[config.mk]
export PLATFORM = sky130hd
export DESIGN_NAME = eeprom_wv_seq
export DESIGN_NICKNAME = d
export VERILOG_FILES = /design/src/rtl/eev_pkg.sv /design/src/rtl/eev_cmd_gen.sv /design/src/rtl/eev_poll_timer.sv /design/src/rtl/eev_sel_decode.sv /design/src/rtl/eeprom_wv_seq.sv
export SDC_FILE = /design/constraint.sdc
export NUM_CORES = 1
export LEC_CHECK = 0
export BUFFER_PORTS_ARGS = -buffer_cell sky130_fd_sc_hd__buf_2
export CAP_MARGIN = 20
export CELL_PAD_IN_SITES_DETAIL_PLACEMENT = 1
export CELL_PAD_IN_SITES_GLOBAL_PLACEMENT = 1
export CORE_ASPECT_RATIO = 0.5
export CORE_MARGIN = 1
export CORE_UTILIZATION = 47
export DETAILED_ROUTE_END_ITERATION = 12
export PLACE_DENSITY_LB_ADDON = 0.1
export SYNTH_ARGS = -nofsm -noshare
export SYNTH_HDL_FRONTEND = slang
export SYNTH_SLANG_ARGS = --single-unit
[constraint.sdc]
create_clock -name clk -period 11.69 [get_ports clk]
set_clock_uncertainty 0.2 [all_clocks]
set_input_delay 2.338 -clock clk [delete_from_list [all_inputs] [get_ports clk]]
set_output_delay 2.338 -clock clk [all_outputs]
set_load 0.02 [all_outputs]
[src/rtl/eev_pkg.sv]
package eev_pkg;
  localparam logic [7:0] OP_WREN   = 8'h06;
  localparam logic [7:0] OP_RDSR   = 8'h05;
  localparam logic [7:0] OP_WRSR   = 8'h01;
  localparam logic [7:0] OP_READ   = 8'h03;
  localparam logic [7:0] OP_WRITE  = 8'h02;
  localparam logic [7:0] FILL_BYTE = 8'hFF;
  localparam logic [7:0] SR_OPEN   = 8'h00;
  localparam int         BUSY_BIT  = 0;
  localparam int         PAGE_POS  = 3;

  typedef enum logic [2:0] {
    PH_WEN_INIT, PH_SRW, PH_POLL, PH_WEN, PH_BURST, PH_CHECK
  } phase_t;

  typedef enum logic [2:0] {
    ST_IDLE, ST_SEND, ST_WAIT, ST_GAP, ST_DONE
  } state_t;
endpackage

[src/rtl/eev_cmd_gen.sv]
module eev_cmd_gen
  import eev_pkg::*;
#(
  parameter int ADDR_W    = 9,
  parameter int IDX_W     = 5,
  parameter int BURST_LEN = 16,
  parameter int LAST_ADDR = 111
) (
  input  phase_t            phase,
  input  logic [IDX_W-1:0]  idx,
  input  logic [ADDR_W-1:0] addr,
  output logic [7:0]        byte_o,
  output logic [IDX_W-1:0]  last_idx
);
  logic [ADDR_W:0]   remain;
  logic [IDX_W-1:0]  burst_n;
  logic [7:0]        page_op;
  logic [ADDR_W-1:0] data_addr;

  always_comb begin
    remain    = (ADDR_W+1)'(LAST_ADDR) - {1'b0, addr};
    if (remain >= (ADDR_W+1)'(BURST_LEN - 1)) burst_n = IDX_W'(BURST_LEN);
    else                                      burst_n = IDX_W'(remain) + 1'b1;
    page_op   = 8'((addr >> 8) << PAGE_POS);
    data_addr = addr + ADDR_W'(idx) - ADDR_W'(2);
    byte_o    = FILL_BYTE;
    last_idx  = '0;
    unique case (phase)
      PH_WEN_INIT, PH_WEN: begin
        byte_o   = OP_WREN;
        last_idx = '0;
      end
      PH_SRW: begin
        byte_o   = (idx == '0) ? OP_WRSR : SR_OPEN;
        last_idx = IDX_W'(1);
      end
      PH_POLL: begin
        byte_o   = (idx == '0) ? OP_RDSR : FILL_BYTE;
        last_idx = IDX_W'(1);
      end
      PH_BURST: begin
        if (idx == '0)              byte_o = OP_WRITE | page_op;
        else if (idx == IDX_W'(1))  byte_o = addr[7:0];
        else                        byte_o = data_addr[7:0];
        last_idx = burst_n + IDX_W'(1);
      end
      PH_CHECK: begin
        if (idx == '0)              byte_o = OP_READ | page_op;
        else if (idx == IDX_W'(1))  byte_o = addr[7:0];
        else                        byte_o = FILL_BYTE;
        last_idx = IDX_W'(2);
      end
      default: begin
        byte_o   = FILL_BYTE;
        last_idx = '0;
      end
    endcase
  end
endmodule

[src/rtl/eev_poll_timer.sv]
module eev_poll_timer #(
  parameter int POLL_LIMIT = 64
) (
  input  logic clk,
  input  logic rst_n,
  input  logic clear,
  input  logic busy_seen,
  output logic expired
);
  localparam int CNT_W = $clog2(POLL_LIMIT + 1);

  logic [CNT_W-1:0] cnt;

  always_ff @(posedge clk or negedge rst_n) begin
    if (!rst_n)                                    cnt <= '0;
    else if (clear)                                cnt <= '0;
    else if (busy_seen && cnt != CNT_W'(POLL_LIMIT)) cnt <= cnt + 1'b1;
  end

  assign expired = busy_seen && (cnt == CNT_W'(POLL_LIMIT - 1));

  AST_POLL_REARMS: assert property (@(posedge clk) disable iff (!rst_n)
    (cnt == CNT_W'(POLL_LIMIT)) |=> (cnt == '0));
endmodule

[src/rtl/eev_sel_decode.sv]
module eev_sel_decode #(
  parameter int NUM_DEV = 2,
  parameter int DEV_W   = 1
) (
  input  logic [DEV_W-1:0]   dev,
  input  logic               active,
  output logic [NUM_DEV-1:0] cs_n
);
  for (genvar g = 0; g < NUM_DEV; g++) begin : g_sel
    assign cs_n[g] = !(active && (dev == DEV_W'(g)));
  end
endmodule

[src/rtl/eeprom_wv_seq.sv]
module eeprom_wv_seq
  import eev_pkg::*;
#(
  parameter int ADDR_W     = 9,
  parameter int NUM_DEV    = 2,
  parameter int BURST_LEN  = 16,
  parameter int BASE_ADDR  = 0,
  parameter int LAST_ADDR  = 111,
  parameter int POLL_LIMIT = 64,
  localparam int DEV_W     = (NUM_DEV > 1) ? $clog2(NUM_DEV) : 1
) (
  input  logic               clk,
  input  logic               rst_n,
  input  logic               start,
  input  logic [DEV_W-1:0]   dev_sel,
  output logic               spi_tx_valid,
  input  logic               spi_tx_ready,
  output logic [7:0]         spi_tx_data,
  input  logic               spi_rx_valid,
  input  logic [7:0]         spi_rx_data,
  output logic [NUM_DEV-1:0] cs_n,
  output logic               done,
  output logic               error,
  output logic               timed_out,
  output logic [ADDR_W-1:0]  fail_addr,
  output logic [ADDR_W-1:0]  progress
);
  localparam int IDX_W = $clog2(BURST_LEN + 2);

  state_t            state;
  phase_t            phase;
  logic [IDX_W-1:0]  idx;
  logic [ADDR_W-1:0] addr;
  logic [DEV_W-1:0]  dev_q;
  logic              fill_done;
  logic              fail_seen;
  logic [7:0]        cur_byte;
  logic [IDX_W-1:0]  last_idx;
  logic              byte_back;
  logic              instr_end;
  logic              busy_seen;
  logic              poll_expired;
  logic              poll_clear;
  logic [ADDR_W:0]   next_base;
  logic              region_end;

  eev_cmd_gen #(
    .ADDR_W(ADDR_W), .IDX_W(IDX_W), .BURST_LEN(BURST_LEN), .LAST_ADDR(LAST_ADDR)
  ) u_cmd (
    .phase(phase), .idx(idx), .addr(addr), .byte_o(cur_byte), .last_idx(last_idx)
  );

  assign byte_back  = (state == ST_WAIT) && spi_rx_valid;
  assign instr_end  = byte_back && (idx == last_idx);
  assign busy_seen  = instr_end && (phase == PH_POLL) && spi_rx_data[BUSY_BIT];
  assign poll_clear = (phase != PH_POLL) || (state == ST_IDLE) || (state == ST_DONE);
  assign next_base  = {1'b0, addr} + (ADDR_W+1)'(BURST_LEN);
  assign region_end = next_base > (ADDR_W+1)'(LAST_ADDR);

  eev_poll_timer #(.POLL_LIMIT(POLL_LIMIT)) u_timer (
    .clk(clk), .rst_n(rst_n), .clear(poll_clear),
    .busy_seen(busy_seen), .expired(poll_expired)
  );

  eev_sel_decode #(.NUM_DEV(NUM_DEV), .DEV_W(DEV_W)) u_sel (
    .dev(dev_q),
    .active((state == ST_SEND) || (state == ST_WAIT)),
    .cs_n(cs_n)
  );

  assign spi_tx_valid = (state == ST_SEND);
  assign spi_tx_data  = cur_byte;
  assign progress     = addr;

  always_ff @(posedge clk or negedge rst_n) begin
    if (!rst_n) begin
      state     <= ST_IDLE;
      phase     <= PH_WEN_INIT;
      idx       <= '0;
      addr      <= ADDR_W'(BASE_ADDR);
      dev_q     <= '0;
      fill_done <= 1'b0;
      fail_seen <= 1'b0;
      done      <= 1'b0;
      error     <= 1'b0;
      timed_out <= 1'b0;
      fail_addr <= '0;
    end else begin
      unique case (state)
        ST_IDLE, ST_DONE: begin
          if (start) begin
            state     <= ST_SEND;
            phase     <= PH_WEN_INIT;
            idx       <= '0;
            addr      <= ADDR_W'(BASE_ADDR);
            dev_q     <= dev_sel;
            fill_done <= 1'b0;
            fail_seen <= 1'b0;
            done      <= 1'b0;
            error     <= 1'b0;
            timed_out <= 1'b0;
            fail_addr <= '0;
          end
        end
        ST_SEND: if (spi_tx_ready) state <= ST_WAIT;
        ST_GAP:  state <= ST_SEND;
        ST_WAIT: begin
          if (byte_back && !instr_end) begin
            idx   <= idx + 1'b1;
            state <= ST_SEND;
          end else if (instr_end) begin
            idx   <= '0;
            state <= ST_GAP;
            unique case (phase)
              PH_WEN_INIT: phase <= PH_SRW;
              PH_SRW:      phase <= PH_POLL;
              PH_WEN:      phase <= PH_BURST;
              PH_BURST: begin
                phase <= PH_POLL;
                if (region_end) begin
                  fill_done <= 1'b1;
                  addr      <= ADDR_W'(BASE_ADDR);
                end else begin
                  addr <= next_base[ADDR_W-1:0];
                end
              end
              PH_POLL: begin
                if (spi_rx_data[BUSY_BIT]) begin
                  if (poll_expired) begin
                    state     <= ST_DONE;
                    done      <= 1'b1;
                    error     <= 1'b1;
                    timed_out <= 1'b1;
                  end
                end else begin
                  phase <= fill_done ? PH_CHECK : PH_WEN;
                end
              end
              PH_CHECK: begin
                if (spi_rx_data != addr[7:0]) begin
                  error <= 1'b1;
                  if (!fail_seen) begin
                    fail_seen <= 1'b1;
                    fail_addr <= addr;
                  end
                end
                if (addr == ADDR_W'(LAST_ADDR)) begin
                  state <= ST_DONE;
                  done  <= 1'b1;
                end else begin
                  addr <= addr + 1'b1;
                end
              end
              default: phase <= PH_WEN_INIT;
            endcase
          end
        end
        default: state <= ST_IDLE;
      endcase
    end
  end

  AST_TX_HELD: assert property (@(posedge clk) disable iff (!rst_n)
    (spi_tx_valid && !spi_tx_ready) |=> (spi_tx_valid && $stable(spi_tx_data)));
  AST_ONE_SELECT: assert property (@(posedge clk) disable iff (!rst_n)
    $countones(~cs_n) <= 1);
  AST_BYTE_SELECTED: assert property (@(posedge clk) disable iff (!rst_n)
    spi_tx_valid |-> !(&cs_n));
  AST_ERROR_STICKY: assert property (@(posedge clk) disable iff (!rst_n)
    (error && !start) |=> error);
  AST_DONE_STICKY: assert property (@(posedge clk) disable iff (!rst_n)
    (done && !start) |=> done);
  AST_TIMEOUT_FLAGS: assert property (@(posedge clk) disable iff (!rst_n)
    timed_out |-> (error && done));
endmodule

==> metrics.md, run 1 <==
| Metric | Value |
|---|---|
| RePlAce Congestion | around 0.87 |
| Combinational share of power | about two fifths |
| Synth Register Bits | between 40 and 50 |
| Placement Setup Slack | around 6200 ps |
| Overall Global Routing Usage | about a third |
| M1 GR Usage | 45.1% |
| Mean routed wirelength per cell | around 20 um |
| Clock network power share | between 30% and 40% |
| Initial Util | 49.1% |
| Share of the yosys chip area belonging to registers | between 20% and 30% |
| Psw | approximately 0.26 mW |
| Drt total wl | 12.0 mm |
| Max-cap violations | 0 |
| Dpl hpwl | around 8.6 mm |
| Startpoint type of the worst setup path | flop |
| Net count, final | between 500 and 600 |
| Clock Latency Late Sink | 300 ps |
| Int Pwr | approximately 0.38 mW |
| Synth unique cells | 64 |
| Part of the power in registers | around 30% |
| Post-route setup slack | around 6000 ps |
| Post-CTS Resized | 0 |
| # IOs | 46 |
| Total gr overflow | 0 |
| Critical path type | reg -> out |
| H-tree levels | 2 |
| Post-synth EDFFs | 0 |
| Rows | 22 |
| Worst Path Arrival | about 3300 ps |
| Status | finished, final reports clean |
| CP startpoint | progress[2] |
| Rel. slew slack | 28.3% |
| Die height | 64.3 um |
| Setup violators final | 0 |
| Clock Path Buffers | 2 |
| I/O Buffers | 45 |
| Core area | 7430 um^2 |
| Syn nets | slightly above 500 |
| DIE AREA | ~8100 um^2 |
| Dominant synthesized flop cell | dfrtp_1 |
| Avg Inst Size Synth | between 7 and 8 um^2 |
| FF/Latch Area | 1050 um^2 |
| Area occupied by multi-input gates | roughly 2300 um^2 |
| Crit-path max FO | 11 |
| Grt peak-use layer | met2 |
| Die Wd | between 100 and 150 um |
| Post-Syn Instances | 460 |
| Diode count | 0 |
| DRT Pass-1 Iters | 4 |
| Layout cells sized above 1 | ~13% |
| Slew @ Worst Pin | 1060 ps |
| Met2 Use GR | between 40% and 50% |
| Sw Ratio | 41.3% |
| Final Cell Area | ~4100 um^2 |
| Post-CTS Hold Buffers | 0 |
| Worst EP required | approximately 9200 ps |
| Vias | roughly 3600 |
| RSZ-0062 raised after global routing | no |
| Fin crit share | 50.1% |
| Vias in the first global route | between 3000 and 4000 |
| Post-placement cell area | a little under 4000 um^2 |
| Setup bufs post-CTS | 0 |
| Remaining antenna violation count | 0 |
| Slew Limit Fails | 0 |
| Post-Syn Area | 3650 um^2 |
| Final Hold Vio Count | 0 |
| Initial antenna violation count | 0 |
| Vias per cell | a little over 6 |
| Worst-path clk slew | approximately 60 ps |
| DRT iter0 DRCs | just over 200 |
| Met3 usage | under 10% |
| Clock sink count | 42 |
| Worst Min Path Start | state[2] |
| Largest net degree at the start of global routing | 43 |
| Root Driver | clkbuf_16 |
| DR DRC count | 0 |
| Setup TNS | 0 ps |
| Fmax | around 170 MHz |
| Worst Hold Class | reg -> reg |
| Final Util | 55.3% |
| Critical path capture point type | output port |
| Leak | between 1.5 and 2 nW |
| Async S/R FF share, synth | 100% |
| Total Power | between 0.6 and 0.7 mW |
| VDD IR max | 0.0000751 V |
| Pwr per Cell Area | around 160 nW/um^2 |
| Synthesis Warnings | 0 |
| Min cycle time layout | roughly 5900 ps |
| Cts bufs inserted | 5 |
| CTS tree | yes |
| First-pass GRT wire length | approximately 20 mm |
| Reg2Reg Launch Point | progress[6] |
| # fillers | 939 |
| Area grow syn2layout | 12.6% |
==> cell type report <==
cell class                 count  share of cell area, %
timing repair buffer          47                   6.15
clock buffer                   6                   3.38
clock inverter                 2                   1.46
sequential                    42                   25.6
inverter                      41                   3.74
multi-input combinational    352                   56.8
tap                           96                   2.92
==> path summary, 6_finish.rpt <==
path,endpoint,slack (ps),cells after the start
hold reg to reg,state[1],260,1
max in group asynchronous,idx[2],9160,2
min in group asynchronous,fail_addr[5],1660,1
setup / recovery,spi_tx_data[7],5830,13
hold / removal,state[1],260,1
setup reg to reg,fail_addr[3],6590,14
==> cell usage in the layout (no fill, tap or decap), drive strengths merged, types with 4 or more instances in the layout <==
cell type,n
inv,41
buf,47
nand3,20
ha,28
nor3,16
and2,5
or4,4
and3,5
o211ai,7
o21ai,40
nand2,49
nor2,33
o22ai,5
dfrtp,42
a31oi,7
nand2b,6
clkbuf,6
a21o,8
xor2,10
xnor2,11
nor4,5
a21oi,23
o221ai,4
mux2i,11
nand4,6
or3,4
==> logic make-up (layout without fill, tap and decap cells) <==
kind of cell	Yosys count	in the layout	synth area share, %
simple gates	165	165	22.4
compound gates	125	125	22.9
buf+inv	66	96	7.27
flops	42	42	28.8
fa+ha+maj	29	29	10.1
xor+xnor	21	21	5.04
mux	12	12	3.43
==> synthesized netlist by cell type (all sizes together), types with 10 or more instances <==
cell type	n	share of area, %
a21oi	23	3.2
ha	28	9.6
clkbuf	17	1.7
nand3	20	2.9
xnor2	11	2.6
nor3	16	2.3
nor2	33	3.4
mux2i	11	3.0
o21ai	40	5.6
inv	41	4.2
dfrtp	42	29
xor2	10	2.4
nand2	49	5.0
==> layer usage <==
layer	routed length [um]	share of wire (%)
met2	5170	43
met3	693	5.8
met4	175	1.5
met1	5910	49
met5	0	0
==> worst max-delay path, cell delays in order, from the launching register on <==
cell,delay [ps]
dfrtp_1,570
inv_1,200
ha_1,320
inv_1,60
fa_1,470
a21o_1,180
a21oi_1,260
o21bai_1,100
a21oi_1,190
xnor2_1,80
a21oi_1,150
a21oi_1,60
o21ai_0,190
buf_2,190
==> sequential cells by signal, indices dropped and copies added, names as in the netlist <==
register / flops
fill_done: 1
fail_seen: 1
dev_q: 1
done: 1
idx: 5
error: 1
timed_out: 1
state: 3
u_timer.cnt: 7
progress: 9
phase: 3
fail_addr: 9
==> power by group through the flow <==
stage / Combinational (mW) / Sequential (mW) / Clock [mW]
2_1_floorplan: 0.205 / 0.169 / 0
3_3_place_gp: 0.248 / 0.188 / 0
3_5_place_dp: 0.252 / 0.189 / 0
4_1_cts: 0.255 / 0.187 / 0.195
5_1_grt: 0.284 / 0.191 / 0.200
6_report: 0.259 / 0.187 / 0.194
==> metrics by stage <==
stage          instances  hold slack, ps
6_report             586             261
5_1_grt              586             292
4_1_cts              585             266
3_5_place_dp         577             266
3_3_place_gp         577             253
2_1_floorplan        460             226
(Power assumes the default switching activity.)
==> run 2: changes to the inputs <==
Settings changed: CORE_UTILIZATION 47 to 40.
Clock period 11.69 ns to 5.19 ns, I/O delays scaled along.
==> run 2 against run 1 <==
Via count shrank 1.7%. Hold slack is essentially flat. Total power is 110% higher. Critical path type is now reg -> reg. Non-clock buffer count is 8 higher. Sequential power increased by 130%.
==> metrics.md, run 2 (synthesized netlist as in run 1, its figures left out) <==
| Metric | Value |
|---|---|
| Post-CTS Hold Buffers | 0 |
| Clock Latency Late Sink | a little under 300 ps |
| Fin crit share | a little over 90% |
| I/O Buffers | 45 |
| Area grow syn2layout | 14.0% |
| Mean routed wirelength per cell | slightly below 20 um |
| Max-cap violations | 0 |
| Cell family with most CP delay | compound AO/OA/AOI/OAI gates |
| Worst path cell trace | ha_1, nand2b_1, a21boi_1, nand3_1, nor2_1, ha_1, nand2_1, nor3_1, a31o_2, mux2_4, or4b_4, a2111oi_4, o21ai_2, mux2i_1 |
| RePlAce Congestion | just over 0.9 |
| First-pass GRT wire length | between 15 and 20 mm |
| Critical path type | reg -> reg |
| H-tree levels | 2 |
| Post-placement cell area | 3980 um^2 |
| Sw Ratio | approximately 42% |
| Worst-path clk slew | roughly 60 ps |
| Slew Limit Fails | 0 |
| Slew @ Worst Pin | about 920 ps |
| Rel. slew slack | 37.6% |
| Commonest non-fill, non-tap cell in the layout | nand2_1 |
| Slowest CP cell | a2111oi_4 |
| Die height | slightly below 70 um |
| Crit-path max FO | 12 |
| Min cycle time layout | ~4700 ps |
| Overall Global Routing Usage | between 20% and 30% |
| Most frequent cells in the layout | nand2_1, buf_2, dfrtp_1 |
| Clock network power share | about a quarter |
| Vias | ~3600 |
| Total Power | 1.37 mW |
| CP dominant cell by count | ha_1 |
| Crit path buffers/inverters | 0 |
| Diode count | 0 |
| Part of the power in registers | 30.8% |
| Placed cells | between 600 and 700 |
| Initial antenna violation count | 0 |
| Final Hold Vio Count | 0 |
| Combinational share of power | 43.1% |
| Drt total wl | about 12 mm |
| Setup bufs post-CTS | 0 |
| Pwr per Cell Area | between 300 and 400 nW/um^2 |
| Initial Util | 41.6% |
| Psw | between 0.5 and 0.6 mW |
| # IOs | 46 |
| Remaining antenna violation count | 0 |
| Vias in the first global route | approximately 3600 |
| Rows | 24 |
| Largest net degree at the start of global routing | 43 |
| Total gr overflow | 0 |
| DIE AREA | about 9500 um^2 |
| DRT iter0 DRCs | about 170 |
| Startpoint type of the worst setup path | flop |
| Slowest stage delay, CP | ~670 ps |
| Root Driver | clkbuf_16 |
| Final cell count without fillers | around 600 |
| DR DRC count | 0 |
| Net count, final | 540 |
| Worst Path Arrival | around 4700 ps |
| Cts bufs inserted | 5 |
| Status | finished, final reports clean |
| Fmax | around 210 MHz |
| CTS tree | yes |
| # fillers | approximately 1100 |
| Critical path capture point type | flop |
| RSZ-0062 raised after global routing | no |
| Clock Path Buffers | 2 |
| Setup violators final | 0 |
| Dpl hpwl | 9.04 mm |
| VDD IR max | around 0.00016 V |
| Post-CTS Resized | 0 |
| Clock sink count | 42 |
| Vias per cell | about 5.8 |
| Layout cells sized above 1 | around 14% |
| Die Wd | approximately 140 um |
| Core area | 8770 um^2 |
| Int Pwr | between 0.7 and 0.8 mW |
| Final Cell Area | between 4000 and 5000 um^2 |
| Setup TNS | 0 ps |
| Worst EP required | 5130 ps |
| Leak | 1.99 nW |
| DRT Pass-1 Iters | 4 |
| Worst Hold Class | reg -> reg |
| R2R Setup Slk | 470 ps |
[run 2: cell count changes in the layout (fill, tap and decap cells not counted), sizes merged]
cell    before  now
buf         47   55
bufinv       2    1
clkbuf       6    7
[run 2: power by group through the flow]
stage / Clock, mW / Sequential, mW / Combinational (mW)
final: 0.359 / 0.424 / 0.592
after global routing: 0.380 / 0.431 / 0.655
after CTS: 0.368 / 0.424 / 0.587
after detailed placement: 0 / 0.430 / 0.583
after global placement: 0 / 0.429 / 0.577
after floorplan: 0 / 0.381 / 0.462
[run 2: metal layers]
metal / global-route usage, % / vias to the layer above / share of wire [%]
met2: 41.6 / 86 / 44
met4: 4.27 / 0 / 0.55
met3: 4.90 / 7 / 5.3
met1: 38.1 / 1773 / 50
li1: - / 1701 / -
met5: 0 / - / 0
[run 2: cell type report]
cell class                      count  area, um^2  share of cell area [%]
Inverter                           41         154                    3.70
Multi-Input combinational cell    352        2330                    56.1
Timing Repair Buffer               55         313                    7.52
Clock inverter                      1        30.0                   0.722
Tap cell                          117         146                    3.52
Clock buffer                        7         133                    3.19
Sequential cell                    42        1050                    25.3
[run 2: path summary, 6_finish.rpt]
| kind | end | from | cells past startpoint |
|---|---|---|---|
| worst max-delay path | fail_addr[1] | progress[6] | 14 |
| worst min-delay path | state[1] | state[2] | 1 |
| worst max register to register | fail_addr[1] | progress[6] | 14 |
| worst min register to register | state[1] | state[2] | 1 |
| max in group asynchronous | u_timer.cnt[2] | rst_n | 2 |
| min in group asynchronous | fail_addr[3] | rst_n | 1 |
[run 2: stage by stage]
stage	hold WS (ps)	utilization (%)	setup WS, ps
floorplan	226	-	919
finish	262	47.5	472
detailed placement	258	45.4	563
CTS	264	47.2	487
global placement	254	45.4	695
global route	286	47.5	180
